===== config.mk =====
export PLATFORM = sky130hd
export DESIGN_NAME = hdr_rd_top
export DESIGN_NICKNAME = d
export VERILOG_FILES = /design/src/rtl/hdr_rd_pkg.sv /design/src/rtl/hdr_bit_sync.sv /design/src/rtl/hdr_shift_win.sv /design/src/rtl/hdr_csum_acc.sv /design/src/rtl/hdr_rd_top.sv
export SDC_FILE = /design/constraint.sdc
export NUM_CORES = 1
export LEC_CHECK = 0
export BUFFER_PORTS_ARGS = -buffer_cell sky130_fd_sc_hd__buf_4
export CAP_MARGIN = 20
export CORE_MARGIN = 2
export CORE_UTILIZATION = 39
export CTS_CLUSTER_SIZE = 16
export DETAILED_ROUTE_END_ITERATION = 12
export PLACE_DENSITY = 0.53
export RECOVER_POWER = 50
export SYNTH_ARGS = -nofsm -noshare
export SYNTH_HDL_FRONTEND = slang
export SYNTH_HIERARCHICAL = 1
export SYNTH_SLANG_ARGS = --single-unit
export TNS_END_PERCENT = 20

===== constraint.sdc =====
create_clock -name clk -period 3.9 [get_ports clk]
set_input_delay 0.78 -clock clk [delete_from_list [all_inputs] [get_ports clk]]
set_output_delay 0.78 -clock clk [all_outputs]
set_load 0.03 [all_outputs]

===== src/rtl/hdr_rd_pkg.sv =====
package hdr_rd_pkg;
  typedef enum logic [1:0] {
    ST_IDLE = 2'd0,
    ST_SKIP = 2'd1,
    ST_HUNT = 2'd2,
    ST_CAP  = 2'd3
  } hdr_st_e;
endpackage


===== src/rtl/hdr_bit_sync.sv =====
module hdr_bit_sync #(
  parameter int STAGES = 2
) (
  input  logic clk,
  input  logic rst,
  input  logic rd_clk,
  input  logic rd_data,
  output logic bit_stb,
  output logic bit_val
);
  logic [STAGES-1:0] ck_q;
  logic [STAGES-1:0] dt_q;
  logic              ck_prev;

  always_ff @(posedge clk) begin
    if (rst) begin
      ck_q    <= '0;
      dt_q    <= '0;
      ck_prev <= 1'b0;
    end else begin
      ck_q    <= {ck_q[STAGES-2:0], rd_clk};
      dt_q    <= {dt_q[STAGES-2:0], rd_data};
      ck_prev <= ck_q[STAGES-1];
    end
  end

  assign bit_stb = ck_q[STAGES-1] & ~ck_prev;
  assign bit_val = dt_q[STAGES-1];

  // one strobe per rising read clock
  a_r7_single_strobe: assert property (@(posedge clk) disable iff (rst)
    bit_stb |=> !bit_stb);
endmodule


===== src/rtl/hdr_shift_win.sv =====
module hdr_shift_win #(
  parameter int W = 16
) (
  input  logic         clk,
  input  logic         rst,
  input  logic         fill_ones,
  input  logic         shift_en,
  input  logic         bit_in,
  output logic [W-1:0] win_nx
);
  logic [W-1:0] win_q;

  assign win_nx = {win_q[W-2:0], bit_in};

  always_ff @(posedge clk) begin
    if (rst)            win_q <= '0;
    else if (fill_ones) win_q <= '1;
    else if (shift_en)  win_q <= win_nx;
  end
endmodule


===== src/rtl/hdr_csum_acc.sv =====
module hdr_csum_acc #(
  parameter int         W    = 16,
  parameter logic [W-1:0] SEED = 16'h0151
) (
  input  logic         clk,
  input  logic         rst,
  input  logic         seed_ld,
  input  logic         fold_en,
  input  logic [W-1:0] word_in,
  output logic [W-1:0] acc_q
);
  always_ff @(posedge clk) begin
    if (rst)          acc_q <= '0;
    else if (seed_ld) acc_q <= SEED;
    else if (fold_en) acc_q <= acc_q ^ word_in;
  end

  // a fold never happens in the same cycle as a reseed
  a_r6_no_fold_on_seed: assert property (@(posedge clk) disable iff (rst)
    seed_ld |-> !fold_en);
endmodule


===== src/rtl/hdr_rd_top.sv =====
module hdr_rd_top
  import hdr_rd_pkg::*;
#(
  parameter int           WORD_W     = 16,
  parameter int           SKIP_WORDS = 21,
  parameter int           SYNC_STG   = 2,
  parameter logic [15:0]  SYNC_PAT   = 16'h0001,
  parameter logic [15:0]  CSUM_SEED  = 16'h0151
) (
  input  logic              clk,
  input  logic              rst,
  input  logic              strict_en,
  input  logic              sector_mark,
  input  logic              rd_clk,
  input  logic              rd_data,
  output logic [WORD_W-1:0] hdr_word0,
  output logic [WORD_W-1:0] hdr_word1,
  output logic              hdr_done,
  output logic              csum_err,
  output logic              pre_err,
  output logic              sync_timeout
);
  localparam int POS_W     = $clog2(WORD_W);
  localparam int CAP_WORDS = 3;
  localparam int WRD_W     = $clog2((SKIP_WORDS > CAP_WORDS ? SKIP_WORDS : CAP_WORDS) + 1);
  localparam logic [POS_W-1:0] POS_LAST  = POS_W'(WORD_W - 1);
  localparam logic [WRD_W-1:0] SKIP_LAST = WRD_W'(SKIP_WORDS - 1);
  localparam logic [WRD_W-1:0] CAP_LAST  = WRD_W'(CAP_WORDS - 1);

  hdr_st_e            state;
  logic [POS_W-1:0]   pos;
  logic [WRD_W-1:0]   wrd;
  logic [WORD_W-1:0]  w0_q, w1_q;
  logic               bit_stb, bit_val;
  logic [WORD_W-1:0]  win_nx;
  logic [WORD_W-1:0]  acc_q;
  logic               sync_hit, word_end, shift_en, fold_en;

  hdr_bit_sync #(.STAGES(SYNC_STG)) u_sync (
    .clk(clk), .rst(rst), .rd_clk(rd_clk), .rd_data(rd_data),
    .bit_stb(bit_stb), .bit_val(bit_val)
  );

  assign shift_en = bit_stb && !sector_mark &&
                    (state == ST_HUNT || state == ST_CAP);

  hdr_shift_win #(.W(WORD_W)) u_win (
    .clk(clk), .rst(rst), .fill_ones(sector_mark), .shift_en(shift_en),
    .bit_in(bit_val), .win_nx(win_nx)
  );

  assign word_end = (pos == POS_LAST);
  assign sync_hit = bit_stb && !sector_mark && state == ST_HUNT &&
                    win_nx == SYNC_PAT;
  assign fold_en  = bit_stb && !sector_mark && state == ST_CAP &&
                    word_end && wrd != CAP_LAST;

  hdr_csum_acc #(.W(WORD_W), .SEED(CSUM_SEED)) u_acc (
    .clk(clk), .rst(rst), .seed_ld(sync_hit), .fold_en(fold_en),
    .word_in(win_nx), .acc_q(acc_q)
  );

  always_ff @(posedge clk) begin
    if (rst) begin
      state        <= ST_IDLE;
      pos          <= '0;
      wrd          <= '0;
      w0_q         <= '0;
      w1_q         <= '0;
      hdr_word0    <= '0;
      hdr_word1    <= '0;
      hdr_done     <= 1'b0;
      csum_err     <= 1'b0;
      pre_err      <= 1'b0;
      sync_timeout <= 1'b0;
    end else if (sector_mark) begin
      sync_timeout <= (state == ST_SKIP) || (state == ST_HUNT);
      state        <= ST_SKIP;
      pos          <= '0;
      wrd          <= '0;
      hdr_word0    <= '0;
      hdr_word1    <= '0;
      hdr_done     <= 1'b0;
      csum_err     <= 1'b0;
      pre_err      <= 1'b0;
    end else if (bit_stb) begin
      unique case (state)
        ST_SKIP: begin
          pos <= pos + 1'b1;
          if (word_end) begin
            pos <= '0;
            if (wrd == SKIP_LAST) begin
              state <= ST_HUNT;
              wrd   <= '0;
            end else begin
              wrd <= wrd + 1'b1;
            end
          end
        end
        ST_HUNT: begin
          pos <= pos + 1'b1;
          if (sync_hit) begin
            state <= ST_CAP;
            pos   <= '0;
            wrd   <= '0;
          end else if (strict_en && word_end && win_nx != '0) begin
            state   <= ST_IDLE;
            pre_err <= 1'b1;
          end
        end
        ST_CAP: begin
          pos <= pos + 1'b1;
          if (word_end) begin
            pos <= '0;
            wrd <= wrd + 1'b1;
            if (wrd == '0) w0_q <= win_nx;
            else if (wrd == WRD_W'(1)) w1_q <= win_nx;
            else begin
              hdr_word0 <= w0_q;
              hdr_word1 <= w1_q;
              csum_err  <= (win_nx != acc_q);
              hdr_done  <= 1'b1;
              state     <= ST_IDLE;
            end
          end
        end
        default: ;
      endcase
    end
  end

  // checksum flag only accompanies a completed header
  a_r6_err_with_done: assert property (@(posedge clk) disable iff (rst)
    csum_err |-> hdr_done);
  // an abort never reports a completed header
  a_r8_abort_not_done: assert property (@(posedge clk) disable iff (rst)
    pre_err |-> !hdr_done);
  // mark clears the result flags
  a_r2_mark_clears: assert property (@(posedge clk) disable iff (rst)
    sector_mark |=> (!hdr_done && !pre_err && !csum_err));
  // timeout changes only at a mark
  a_r9_timeout_on_mark: assert property (@(posedge clk) disable iff (rst)
    !$stable(sync_timeout) |-> $past(sector_mark));
  // completion is caused by a received bit
  a_r5_done_from_bit: assert property (@(posedge clk) disable iff (rst)
    $rose(hdr_done) |-> $past(bit_stb));
  // idle block holds its results
  a_r10_idle_hold: assert property (@(posedge clk) disable iff (rst)
    (state == ST_IDLE && !sector_mark) |=>
      ($stable(hdr_word0) && $stable(hdr_word1) && $stable(hdr_done)));
endmodule


* After elaboration in Yosys (flattened, before gate mapping)
Index checks and enable logic that the tools add are counted.
** Operators by class
- Add/subtract/negate cells :: 2
- Multipliers :: 0
- Divide/modulo/power cells :: 0
- $lt $le $gt $ge :: 0
- Equal/unequal tests :: 22
- Shift-type cells :: 0
- Mux-type cells :: 22
- Bitwise logic cells :: 7
- Reduce and logical (&&, ||, !) cells :: 31
** Operator list (number)
- $mux 15 :: 2
- $mux 5 :: 4
- $mux 9 :: 2
- $eq 16x1->1 const B :: 1
- $ne 16x16->1 :: 1
- $reduce_and 8->1 :: 2
- $reduce_bool 16->1 :: 1
- $xor 16x16->16 :: 1
- $pmux 5 s3 :: 1
- $reduce_and 5->1 :: 3
- $mux 2 :: 7
- $ne 3x3->1 const B :: 4
- $ne 2x2->1 const B :: 5
- $logic_and 1x1->1 :: 9
- $mux 4 :: 2
- $pmux 4 s2 :: 1
- $reduce_bool 2->1 :: 4
- $ne 3x2->1 const B :: 2
- $pmux 2 s3 :: 1
- $reduce_and 6->1 :: 1
- $reduce_or 2->1 :: 3
- $add 5x1->5 const B :: 1
- $eq 5x1->1 const B :: 1
- $eq 5x5->1 const B :: 1
- 17 further kinds :: 24
** Storage, ports and cells
- Bits in registers :: 115
- Bits in latches :: 0
- Memory bits (writable) :: 0
- Memory bits (read-only) :: 0
- Input bits :: 6
- Output and inout port bits :: 36
- Word-level logic and storage cells :: 102
- Memories :: 0

* Depth between registers and ports, before layout
Gate-level depths: netlist of the first run.
- Depth in word-level cells :: 9
- Mapped depth :: 9
- Depth with buffers taken out :: 7

* Hierarchy
Netlist of the first run, hierarchy kept.
** By module, submodules not included
- hdr_rd_top :: times used 1, cells an instance 399, area an instance 3505.9 µm²
- hdr_csum_acc :: times used 1, cells an instance 69, area an instance 753.2 µm²
- hdr_shift_win :: times used 1, cells an instance 51, area an instance 575.6 µm²
- hdr_bit_sync :: times used 1, cells an instance 11, area an instance 137.6 µm²

* Worst setup path before layout of the first run
OpenSTA, ideal clock, no wires.
- Path kind :: input to register
- Start :: in sector_mark
- End :: reg u_acc.acc_q[4]
- Setup time :: 122 ps
- Arrival :: 1835 ps
- Required time :: 3778 ps
- Setup slack :: 1944 ps
- Stages :: 6
- Path buffers :: 1
- Cell sequence :: nor2b_1 and3_1 a21boi_0 buf_2 and4b_1 nor3_1
** Between the ends
- Longest elaborated chain between the ends :: 6
- Elaborated cells on any way between the ends :: 9
- Classes of those cells :: mux: 1; reduce/logical: 8
** Ends and longest elaborated chain
- from (decl) :: line hdr_rd_top.sv:13 : input logic sector_mark,
- $logic_not 1->1 :: line hdr_rd_top.sv:55 : assign fold_en = bit_stb && !sector_mark && state == ST_CAP &&
- $logic_and 1x1->1 (3 in series) :: line hdr_rd_top.sv:55
- $logic_and 1x1->1 :: line hdr_rd_top.sv:56 : word_end && wrd != CAP_LAST;
- named net fold_en :: line hdr_rd_top.sv:37 : logic sync_hit, word_end, shift_en, fold_en;
- $reduce_bool 2->1 (no line)
- to (signal assigned) :: line hdr_csum_acc.sv:15 : else if (fold_en) acc_q <= acc_q ^ word_in;
- to (decl) :: line hdr_csum_acc.sv:10 : output logic [W-1:0] acc_q
The timed path passes the listed nets, and every way through them passes these cells.
A chain may end at the register's enable or synchronous reset.

* Worst setup path in the final report of the first run
- Start :: reg wrd[0]
- End :: reg hdr_word1[1]
** Between the ends
- Longest elaborated chain between the ends :: 3
- Elaborated cells on any way between the ends :: 5
- Classes of those cells :: eq/ne: 1; bitwise: 2; reduce/logical: 2
** Ends and longest elaborated chain
- from (decl) :: line hdr_rd_top.sv:32 : logic [WRD_W-1:0] wrd;
- from (signal assigned) :: line hdr_rd_top.sv:96 : wrd <= wrd + 1'b1;
- from (signal assigned) :: line hdr_rd_top.sv:115 : wrd <= wrd + 1'b1;
- $eq 5x1->1 or $logic_not 5->1 (tied branches) :: line hdr_rd_top.sv:117, hdr_rd_top.sv:116
- $not 1->1 (no line)
- $reduce_and 5->1 (no line) (*)
- to (signal assigned) :: line hdr_rd_top.sv:120 : hdr_word1 <= w1_q;
- to (decl) :: line hdr_rd_top.sv:17 : output logic [WORD_W-1:0] hdr_word1,
Every way passes the cells marked *; elsewhere a longest branch is shown, timed or not.

==> results of run 1 <==
==> cells in the mapped netlist (all sizes together) (2+ instances only) <==
library cell / count / area share
inv: 7 / 0.0053
nand2b: 2 / 0.0025
clkbuf: 15 / 0.011
dfxtp: 115 / 0.46
o21ai: 10 / 0.010
nand4b: 3 / 0.0053
a21oi: 71 / 0.081
nand4: 8 / 0.010
nor2: 49 / 0.037
a31oi: 2 / 0.0025
a211oi: 6 / 0.0091
o211ai: 3 / 0.0045
buf: 15 / 0.023
and4: 2 / 0.0040
mux2i: 49 / 0.099
and3: 4 / 0.0053
a21bo: 12 / 0.024
nand2: 69 / 0.052
nand3b: 12 / 0.018
o21a: 2 / 0.0030
nor4b: 2 / 0.0035
nor4: 4 / 0.014
nor2b: 7 / 0.0088
ha: 9 / 0.023
xnor2: 16 / 0.028
or4: 2 / 0.0038
or2: 2 / 0.0030
and4b: 5 / 0.010
nor3: 11 / 0.012
nand3: 7 / 0.0081
==> flip-flops by register name (all words and copies together) (netlist names) <==
signal,cells
hdr_word0,16
w1_q,16
sync_timeout,1
state,2
hdr_done,1
u_win/win_q,15
hdr_word1,16
csum_err,1
pre_err,1
w0_q,16
u_acc/acc_q,16
u_sync/ck_q,2
u_sync/ck_prev,1
wrd,5
u_sync/dt_q,2
pos,4
==> critical path, delay by kind of cell, from the launching register on <==
| family | cells | cell delay, ns |
|---|---|---|
| buffers and inverters | 2 | 1.20 |
| AOI/OAI and AO/OA | 2 | 0.45 |
| DFF | 1 | 0.39 |
| and+or+nand+nor | 2 | 0.39 |
| adders and majority gates | 1 | 0.29 |
==> power by group through the flow <==
stage                     combinational, W  clock (W)  sequential (W)
after floorplan                  0.0000640          0         0.00124
final                            0.0000827    0.00144         0.00123
after CTS                        0.0000839    0.00146         0.00123
after global routing             0.0000927    0.00151         0.00124
after global placement           0.0000829          0         0.00126
after detailed placement         0.0000838          0         0.00126
==> layout by cell type (no fill, tap or decap), drive strengths merged, types with 9 or more instances in the layout <==
master / instances
o21ai: 10
mux2i: 49
a21oi: 71
ha: 9
nor2: 49
a21bo: 12
dfxtp: 115
nand2: 69
nand3b: 12
nor3: 11
xnor2: 16
clkbuf: 58
==> worst paths after layout <==
kind | from | cells after the start | slack (ns) | end
min reg2reg | u_sync/dt_q[0] | 1 | 0.44 | u_sync/dt_q[1]
min | u_sync/dt_q[0] | 1 | 0.44 | u_sync/dt_q[1]
max reg2reg | wrd[0] | 7 | 1.09 | hdr_word1[1]
max | wrd[0] | 7 | 1.09 | hdr_word1[1]
==> per-stage QoR <==
| stage | worst slack (ns) | area [um^2] |
|---|---|---|
| 6_report | 1.09 | 5780 |
| 5_1_grt | 0.824 | 5780 |
| 3_3_place_gp | 1.37 | 5360 |
| 2_1_floorplan | 1.94 | 4970 |
| 3_5_place_dp | 1.25 | 5360 |
| 4_1_cts | 1.32 | 5920 |
==> cell type report <==
| type | count | area [um^2] |
|---|---|---|
| Fill cell | 1292 | 6740 |
| Multi-Input combinational cell | 378 | 2480 |
| Sequential cell | 115 | 2300 |
| Clock buffer | 21 | 470 |
| Tap cell | 172 | 215 |
| Timing Repair Buffer | 45 | 199 |
| Clock inverter | 10 | 83.8 |
| Inverter | 7 | 26.3 |
==> routing by layer <==
layer | share of wire | GRT usage | vias up
li1 | - | - | 1937
met1 | 0.51 | 0.265 | 1844
met2 | 0.43 | 0.264 | 80
met3 | 0.042 | 0.0396 | 11
met4 | 0.012 | 0.0698 | 0
met5 | 0 | 0 | -
==> cells by family (layout without fill, tap and decap cells) <==
family,Yosys count,in the layout,share of synthesized area
and+or+nand+nor,191,191,0.201
AOI/OAI and AO/OA,112,112,0.145
DFF,115,115,0.463
buffers and inverters,37,83,0.0398
xor gates and xnor gates,17,17,0.0299
muxes,49,49,0.0986
adders and majority gates,9,9,0.0226
==> impl_results.md, run 1 <==
- Status: finished, violations left
- Failing checks: capacitance limit, slew limit
- H-tree Lvls: 4
- # rows: ~40
- Routability cong.: 0.886
- Die width: between 100 and 150 um
- Critical Path RT: around 4.2 ns
- Max stage delay cell, worst path: clkbuf_1
- Min Hold Slack: 0.436 ns
- Number of vias per cell: 5.18
- Clock slew at reported path FFs: 0.05 ns
- Design Power: 0.00275 W
- Type of origin of the critical path: flop
- Worst slew pin tran: 1.52 ns
- Die area: 13700 um^2
- Fmax: ~360 MHz
- I/O Buffers: a little over 40
- Synthesized area per cell: 9.38 um^2
- Clock share of power: 0.522
- Tmin final: 2.81 ns
- Routed WL: between 10000 and 15000 um
- LEAKAGE: 1.98 nW
- Post-synthesis cell type count: 52
- Sw power: between 0.0006 and 0.0007 W
- Util after Layout: 0.462
- Number of synthesized flops with an enable pin: 0
- Final non-filler cell total: 748
- Gates resized, CTS repair: 0
- Largest net degree at the start of global routing: 64
- Initial Util: 0.397
- Die height: 117 um
- Crit. End Element: flop
- Layout cells sized above 1: 0.128
- Crit Path Category: flop to flop
- Number of detailed-route iterations in the first pass: 5
- Initial DRC count: about 220
- # diodes: 0
- CTS Root Cell: clkbuf_16
- Clock Sinks: 115
- Predominant post-synthesis flop cell: dfxtp_1
- Syn Nets: 545
- First-pass GRT wire length: 19000 um
- DP Cell Count: 717
- Fin nets: 579
- Slew headroom: -0.0121
- CP Data Arrival Time: 3.14 ns
- Yosys warnings: 6
- DRC Markers: 0
- PD cells: approximately 480 nW/um^2
- ANT nets after route: 0
- Final HPWL DP: 7680 um
- Fraction of registers with async set/reset: 0
- P_int: about 0.0021 W
- Crit Path Max Fanout: 35
- Setup TNS: 0 ns
- Final Max Tran Viols: 36
- Synthesis-to-finish area growth: 16.2%
- Num CTS Buffers: 17
- Post-CTS Hold Buffers: 0
- Post-Syn Area: 4970 um^2
- Vias in the first global route: approximately 3600
- Antenna violations before repair: 0
- Clock Latency Late Sink: 0.40 ns
- Post-CTS Setup Bufs: 0
- Clock Skew: around 0.0079 ns
- Tcrit/Tclk final: 0.721
- Mean routed wirelength per cell: around 15 um
- Max Buffers Root-to-Sink: 2
- Total core area: 12500 um^2
- DR vias: 3872
- Global route total overflow: 0
- I/O Pins: 42
- Unrepaired setup endpoints after global routing: false
- CTS tree: yes
- Max cap viols: 1
- Number of synthesized register bits: 115
- Tot GR Track Use: 0.182
- HP Class: flop to flop
- CP max stage delay: 1.10 ns
- Setup violations, final: 0
- Crit-path cells: inv_1, ha_1, o21ai_0, and4_1, clkbuf_1, nand2_1, a21oi_1
- Synth Instances: between 500 and 600
- Fin. Hold Viols: 0
- VDD IR max: 0.000260 V
- Sequential fraction of the synthesis area: 0.463
- Net Sw Frac: 0.223
- Comb pwr share: 0.030
- Seq pwr share: 0.448
Note: power is estimated with default switching activity, not from simulation.
==> inputs of run 2 (changes only) <==
==> constraint.sdc (replaced) <==
create_clock -name clk -period 2.8 [get_ports clk]
set_input_delay 0.56 -clock clk [delete_from_list [all_inputs] [get_ports clk]]
set_output_delay 0.56 -clock clk [all_outputs]
set_load 0.03 [all_outputs]
==> impl_results.md, run 2 (synthesis gave the netlist of run 1 again) <==
- Post-CTS Hold Buffers: 0
- DR vias: 3933
- PD cells: 700 nW/um^2
- Initial Util: 0.397
- # diodes: 0
- Tmin final: between 2 and 2.5 ns
- Number of vias per cell: about 5.1
- Total core area: 12500 um^2
- Initial DRC count: 262
- Die area: 13700 um^2
- Crit Path Max Fanout: 16
- Final HPWL DP: 7970 um
- Most common cell after layout, fill and taps aside: dfxtp_1
- Gates resized, CTS repair: 0
- Setup TNS: 0 ns
- # fillers: 1260
- Fin. Hold Viols: 0
- First-pass GRT wire length: 19400 um
- Area after DPL: 5480 um^2
- Worst slew pin tran: 1.23 ns
- Max cap viols: 0
- HP Class: primary input to flop
- Largest net degree at the start of global routing: 39
- Mean routed wirelength per cell: roughly 15 um
- Num CTS Buffers: 17
- Routability cong.: around 0.9
- CP Data Arrival Time: approximately 2.5 ns
- DRC Markers: 0
- Clock Sinks: roughly 120
- Max stage delay cell, worst path: nor2b_1
- Global route total overflow: 0
- Clock Latency Late Sink: ~0.41 ns
- Fmax: 441 MHz
- VDD IR max: 0.000424 V
- Unrepaired setup endpoints after global routing: false
- Cell family with most CP delay: simple AND/OR/NAND/NOR gates
- Tcrit/Tclk final: 0.811
- Clock slew at reported path FFs: 0.05 ns
- Post-CTS Setup Bufs: 0
- Final non-filler cell total: about 760
- Slew headroom: 0.182
- Util after Layout: 0.477
- Crit path buffers/inverters: 0
- Synthesis-to-finish area growth: 20.0%
- I/O Pins: 42
- Post-route cell area: 5960 um^2
- Type of origin of the critical path: flop
- Crit-path cells: nor2b_1, nor2b_1, and3_1, nand3_2, mux2i_1, nor2_1
- R2R setup slack: about 0.53 ns
- H-tree Lvls: 4
- Critical Path RT: 3.06 ns
- Die height: 117 um
- Number of detailed-route iterations in the first pass: 4
- Tot GR Track Use: 0.188
- Crit. End Element: flop
- CTS tree: yes
- Vias in the first global route: 3765
- Max Buffers Root-to-Sink: 2
- Crit Path Category: flop to flop
- CP max stage delay: 0.51 ns
- ANT nets after route: 0
- Most used cell along the critical path: nor2b_1
- Routed WL: 11800 um
- Clock Skew: 0.00840 ns
- Layout cells sized above 1: 0.150
- DP Cell Count: 732
- Status: finished, final reports clean
- LEAKAGE: 2.10 nW
- I/O Buffers: between 40 and 50
- Most frequent cells in the layout: dfxtp_1, nand2_1, a21oi_1
- CTS Root Cell: clkbuf_16
- # rows: 41
- Die width: 117 um
- Antenna violations before repair: 0
- Final Max Tran Viols: 0
- Setup violations, final: 0
- Fin nets: 594
-- run 2: cell types whose count changed in the layout (fill, tap and decap cells not counted), sizes merged --
cell,before,now
bufinv,1,5
clkinvlp,2,1
buf,8,21
clkinv,7,5
clkbuf,58,60
-- run 2: worst reg2reg max path: stages, from the launching register on --
cell and delay (ns):
dfxtp_1 0.33, nor2b_1 0.51, nor2b_1 0.22, and3_1 0.22, nand3_2 0.46, mux2i_1 0.32, nor2_1 0.06
-- run 2: per-stage QoR --
stage          hold slack, ns  setup slack [ns]  power, W
2_1_floorplan           0.414             0.921   0.00182
3_3_place_gp            0.419             0.688   0.00189
3_5_place_dp            0.425             0.568   0.00189
4_1_cts                 0.357             0.563   0.00422
5_1_grt                 0.373             0.249   0.00431
6_report                0.370             0.530   0.00418
-- run 2: worst paths after layout --
check / start / to / depth (start not counted)
worst max register to register: u_sync/ck_q[1] / w0_q[13] / 6
worst min register to register: u_sync/dt_q[0] / u_sync/dt_q[1] / 1
worst max-delay path: u_sync/ck_q[1] / w0_q[13] / 6
worst min-delay path: rd_data / u_sync/dt_q[0] / 2
-- run 2: final cells by class --
cell class / count / area [um^2] / area share
clock buffer: 21 / 450 / 0.0755
clock inverter: 11 / 183 / 0.0306
inverter: 7 / 26.3 / 0.00441
multi-input combinational: 378 / 2480 / 0.416
sequential: 115 / 2300 / 0.386
tap: 172 / 215 / 0.0361
timing repair buffer: 60 / 307 / 0.0514
-- run 2: metal layers --
metal / GRT usage / up-vias / share of wire
met3: 0.0438 / 15 / 0.048
li1: - / 1952 / -
met4: 0.0839 / 0 / 0.018
met2: 0.288 / 96 / 0.44
met1: 0.252 / 1870 / 0.49
met5: 0 / - / 0
-- run 2: where the power goes --
group	switching (W)	internal [W]
Sequential	0.0000270	0.00166
Combinational	0.000104	0.0000621
Clock	0.000732	0.00159
Total	0.000863	0.00331
==> inputs of run 3 (changes only) <==
--- a/config.mk
+++ b/config.mk
@@ -5,13 +5,14 @@
 export SDC_FILE = /design/constraint.sdc
 export NUM_CORES = 1
 export LEC_CHECK = 0
+export ABC_AREA = 1
 export BUFFER_PORTS_ARGS = -buffer_cell sky130_fd_sc_hd__buf_4
 export CAP_MARGIN = 20
 export CORE_MARGIN = 2
 export CORE_UTILIZATION = 39
 export CTS_CLUSTER_SIZE = 16
 export DETAILED_ROUTE_END_ITERATION = 12
-export PLACE_DENSITY = 0.53
+export PLACE_DENSITY = 0.55
 export RECOVER_POWER = 50
 export SYNTH_ARGS = -nofsm -noshare
 export SYNTH_HDL_FRONTEND = slang
==> constraint.sdc (replaced) <==
create_clock -name clk -period 2 [get_ports clk]
set_input_delay 0.4 -clock clk [delete_from_list [all_inputs] [get_ports clk]]
set_output_delay 0.4 -clock clk [all_outputs]
set_load 0.03 [all_outputs]
==> impl_results.md, run 3 <==
- Status: finished, final reports clean
- Synthesized area per cell: approximately 7.4 um^2
- Worst slew pin tran: 0.518 ns
- Min Hold Slack: 0.193 ns
- Vias in the first global route: between 3000 and 4000
- DRC Markers: 0
- Layout cells sized above 1: 0.110
- # fillers: 1292
- ANT nets after route: 0
- Die area: 13700 um^2
- I/O Pins: 42
- Yosys top cell area share: 0.463
- Most frequent cells in the layout: nor2_1, dfxtp_1, nand2_1
- Setup TNS: 0 ns
- CP max stage delay: 0.39 ns
- CTS tree: yes
- Global route total overflow: 0
- Top-count cell post-synth: nor2_1
- Critical Path RT: 2.34 ns
- Hold_sp: rd_data
- Tmin final: between 1.5 and 2 ns
- Fin. Hold Viols: 0
- Largest net degree at the start of global routing: 36
- Clock Latency Late Sink: 0.41 ns
- DP Cell Count: 877
- H-tree Lvls: 4
- Yosys warnings: 6
- Tot GR Track Use: 0.186
- PD cells: 968 nW/um^2
- Clock Sinks: between 100 and 150
- Post-Syn Area: 4970 um^2
- Max stage delay cell, worst path: dfxtp_1
- Worst R2R End: hdr_word1[7]
- I/O Buffers: a little over 40
- Antenna violations before repair: 0
- Mean routed wirelength per cell: 13.0 um
- Post-synth top cells: nor2_1, dfxtp_1, nand2_1
- Clock Skew: 0.00605 ns
- Number of vias per cell: 4.80
- Util after Layout: 0.479
- Tcrit/Tclk final: 0.938
- Fmax: 533 MHz
- CTS Root Cell: clkbuf_16
- # rows: 41
- Sequential fraction of the synthesis area: 0.463
- Crit Path Category: flop to flop
- Post-synthesis cell type count: 34
- # diodes: 0
- Most area-hungry cell type in the Yosys netlist: dfxtp_1
- Number of synthesized register bits: 115
- FF-to-FF path depth: 8
- HP Class: primary input to flop
- CP Data Arrival Time: 2.22 ns
- Fin nets: 739
- Final Max Tran Viols: 0
- Worst Hold Depth: 3
- Initial Util: 0.397
- LEAKAGE: 2.61 nW
- First-pass GRT wire length: 19300 um
- Routability cong.: 0.844
- Crit Path Max Fanout: 33
- Predominant post-synthesis flop cell: dfxtp_1
- Synth Instances: 672
- Fraction of registers with async set/reset: 0
- Type of origin of the critical path: flop
- R2R setup slack: 0.12 ns
- Multi-input logic area: about 2300 um^2
- Unrepaired setup endpoints after global routing: true
- Die width: 117 um
- Syn Nets: 687
- Max cap viols: 0
- Slew headroom: 0.654
- Crit. End Element: flop
- VDD IR max: 0.000563 V
- Final HPWL DP: 8200 um
- Setup violations, final: 0
- Most used cell along the critical path: nor2_1
- Number of detailed-route iterations in the first pass: 5
- Synthesis-to-finish area growth: 20.8%
- FF-to-FF Start: pos[0]
- Register area: 2300 um^2
- Num CTS Buffers: 17
- DR vias: about 4400
- Crit-path cells: ha_1, nand3_2, nor2_1, o21ai_2, nor3_4, buf_4, o21ai_0, nor2_1
- Total core area: 12500 um^2
- Final non-filler cell total: 908
- Initial DRC count: 323
- Clock slew at reported path FFs: ~0.05 ns
- Max Buffers Root-to-Sink: 2
- Die height: 117 um
- Synth top area cells: dfxtp_1, nor2_1, nand2_1, a21oi_1, o21ai_0
- Number of synthesized flops with an enable pin: 0
- Worst Hold Path EP: u_sync/dt_q[0]
- Routed WL: 11800 um
run 3: cell count changes in the layout (fill, tap and decap cells not counted), sizes merged, moves of 39 or more:
cell / delta
nor2: +73
inv: +60
mux2i: -49
nand3: +39
nand2: +39
o21ai: +64
run 3: layout make-up:
type,count,share of cell area
flip-flops and latches,115,0.384
multi-input cells,463,0.377
clock buffers,22,0.0790
repair buffers,60,0.0567
inverters,67,0.0423
well taps,172,0.0359
clock inverters,9,0.0254
run 3: how the worst max path moves through the flow:
stage	startpoint	end	slack [ns]	cells past startpoint
CTS	state[0]	u_acc/acc_q[10]	0.04	9
detailed placement	state[0]	w0_q[7]	-0.009	7
finish	pos[0]	hdr_word1[7]	0.12	8
floorplan	state[0]	wrd[1]	0.38	7
global placement	state[0]	w0_q[9]	0.06	7
global route	pos[0]	hdr_word1[5]	-0.02	8
run 3: kinds of logic (layout without fill, tap and decap cells):
logic type,after synthesis,count (layout),share of synthesized area
and+or+nand+nor,295,295,0.256
AOI/OAI and AO/OA,144,144,0.147
DFF,115,115,0.463
buffers and inverters,94,158,0.0846
xor gates and xnor gates,15,15,0.0264
adders and majority gates,9,9,0.0227
run 3: worst max-delay path, delay by kind of cell (launching register included):
family	cells	cell delay [ns]
buffers and inverters	1	0.33
DFF	1	0.39
and+or+nand+nor	4	0.59
adders and majority gates	1	0.25
AOI/OAI and AO/OA	2	0.24
run 3: metrics by stage:
| stage | setup slack, ns | total power [W] | instance area, um^2 |
|---|---|---|---|
| 2_1_floorplan | 0.379 | 0.00256 | 4970 |
| 3_3_place_gp | 0.0603 | 0.00266 | 5500 |
| 3_5_place_dp | -0.00945 | 0.00266 | 5500 |
| 4_1_cts | 0.0433 | 0.00587 | 6130 |
| 5_1_grt | -0.0156 | 0.00602 | 6000 |
| 6_report | 0.124 | 0.00581 | 6000 |
run 3: power breakdown:
part	total (W)	switching [W]	internal [W]
logic	0.000256	0.000164	0.0000921
registers	0.00236	0.0000342	0.00232
clock network	0.00319	0.00102	0.00217
run 3: repair_timing:
item / in CTS / in global routing
hold buffers: 0 / 0
setup buffers: 0 / 0
setup endpoints to repair: 4 / 77
resized for setup: 1 / 7
hold endpoints to repair: 0 / 0
run 3: routing by layer:
metal  global-route usage  share of wire
met5                    0              0
met4               0.0722          0.012
met3               0.0494          0.036
met2                0.274           0.43
met1                0.260           0.52
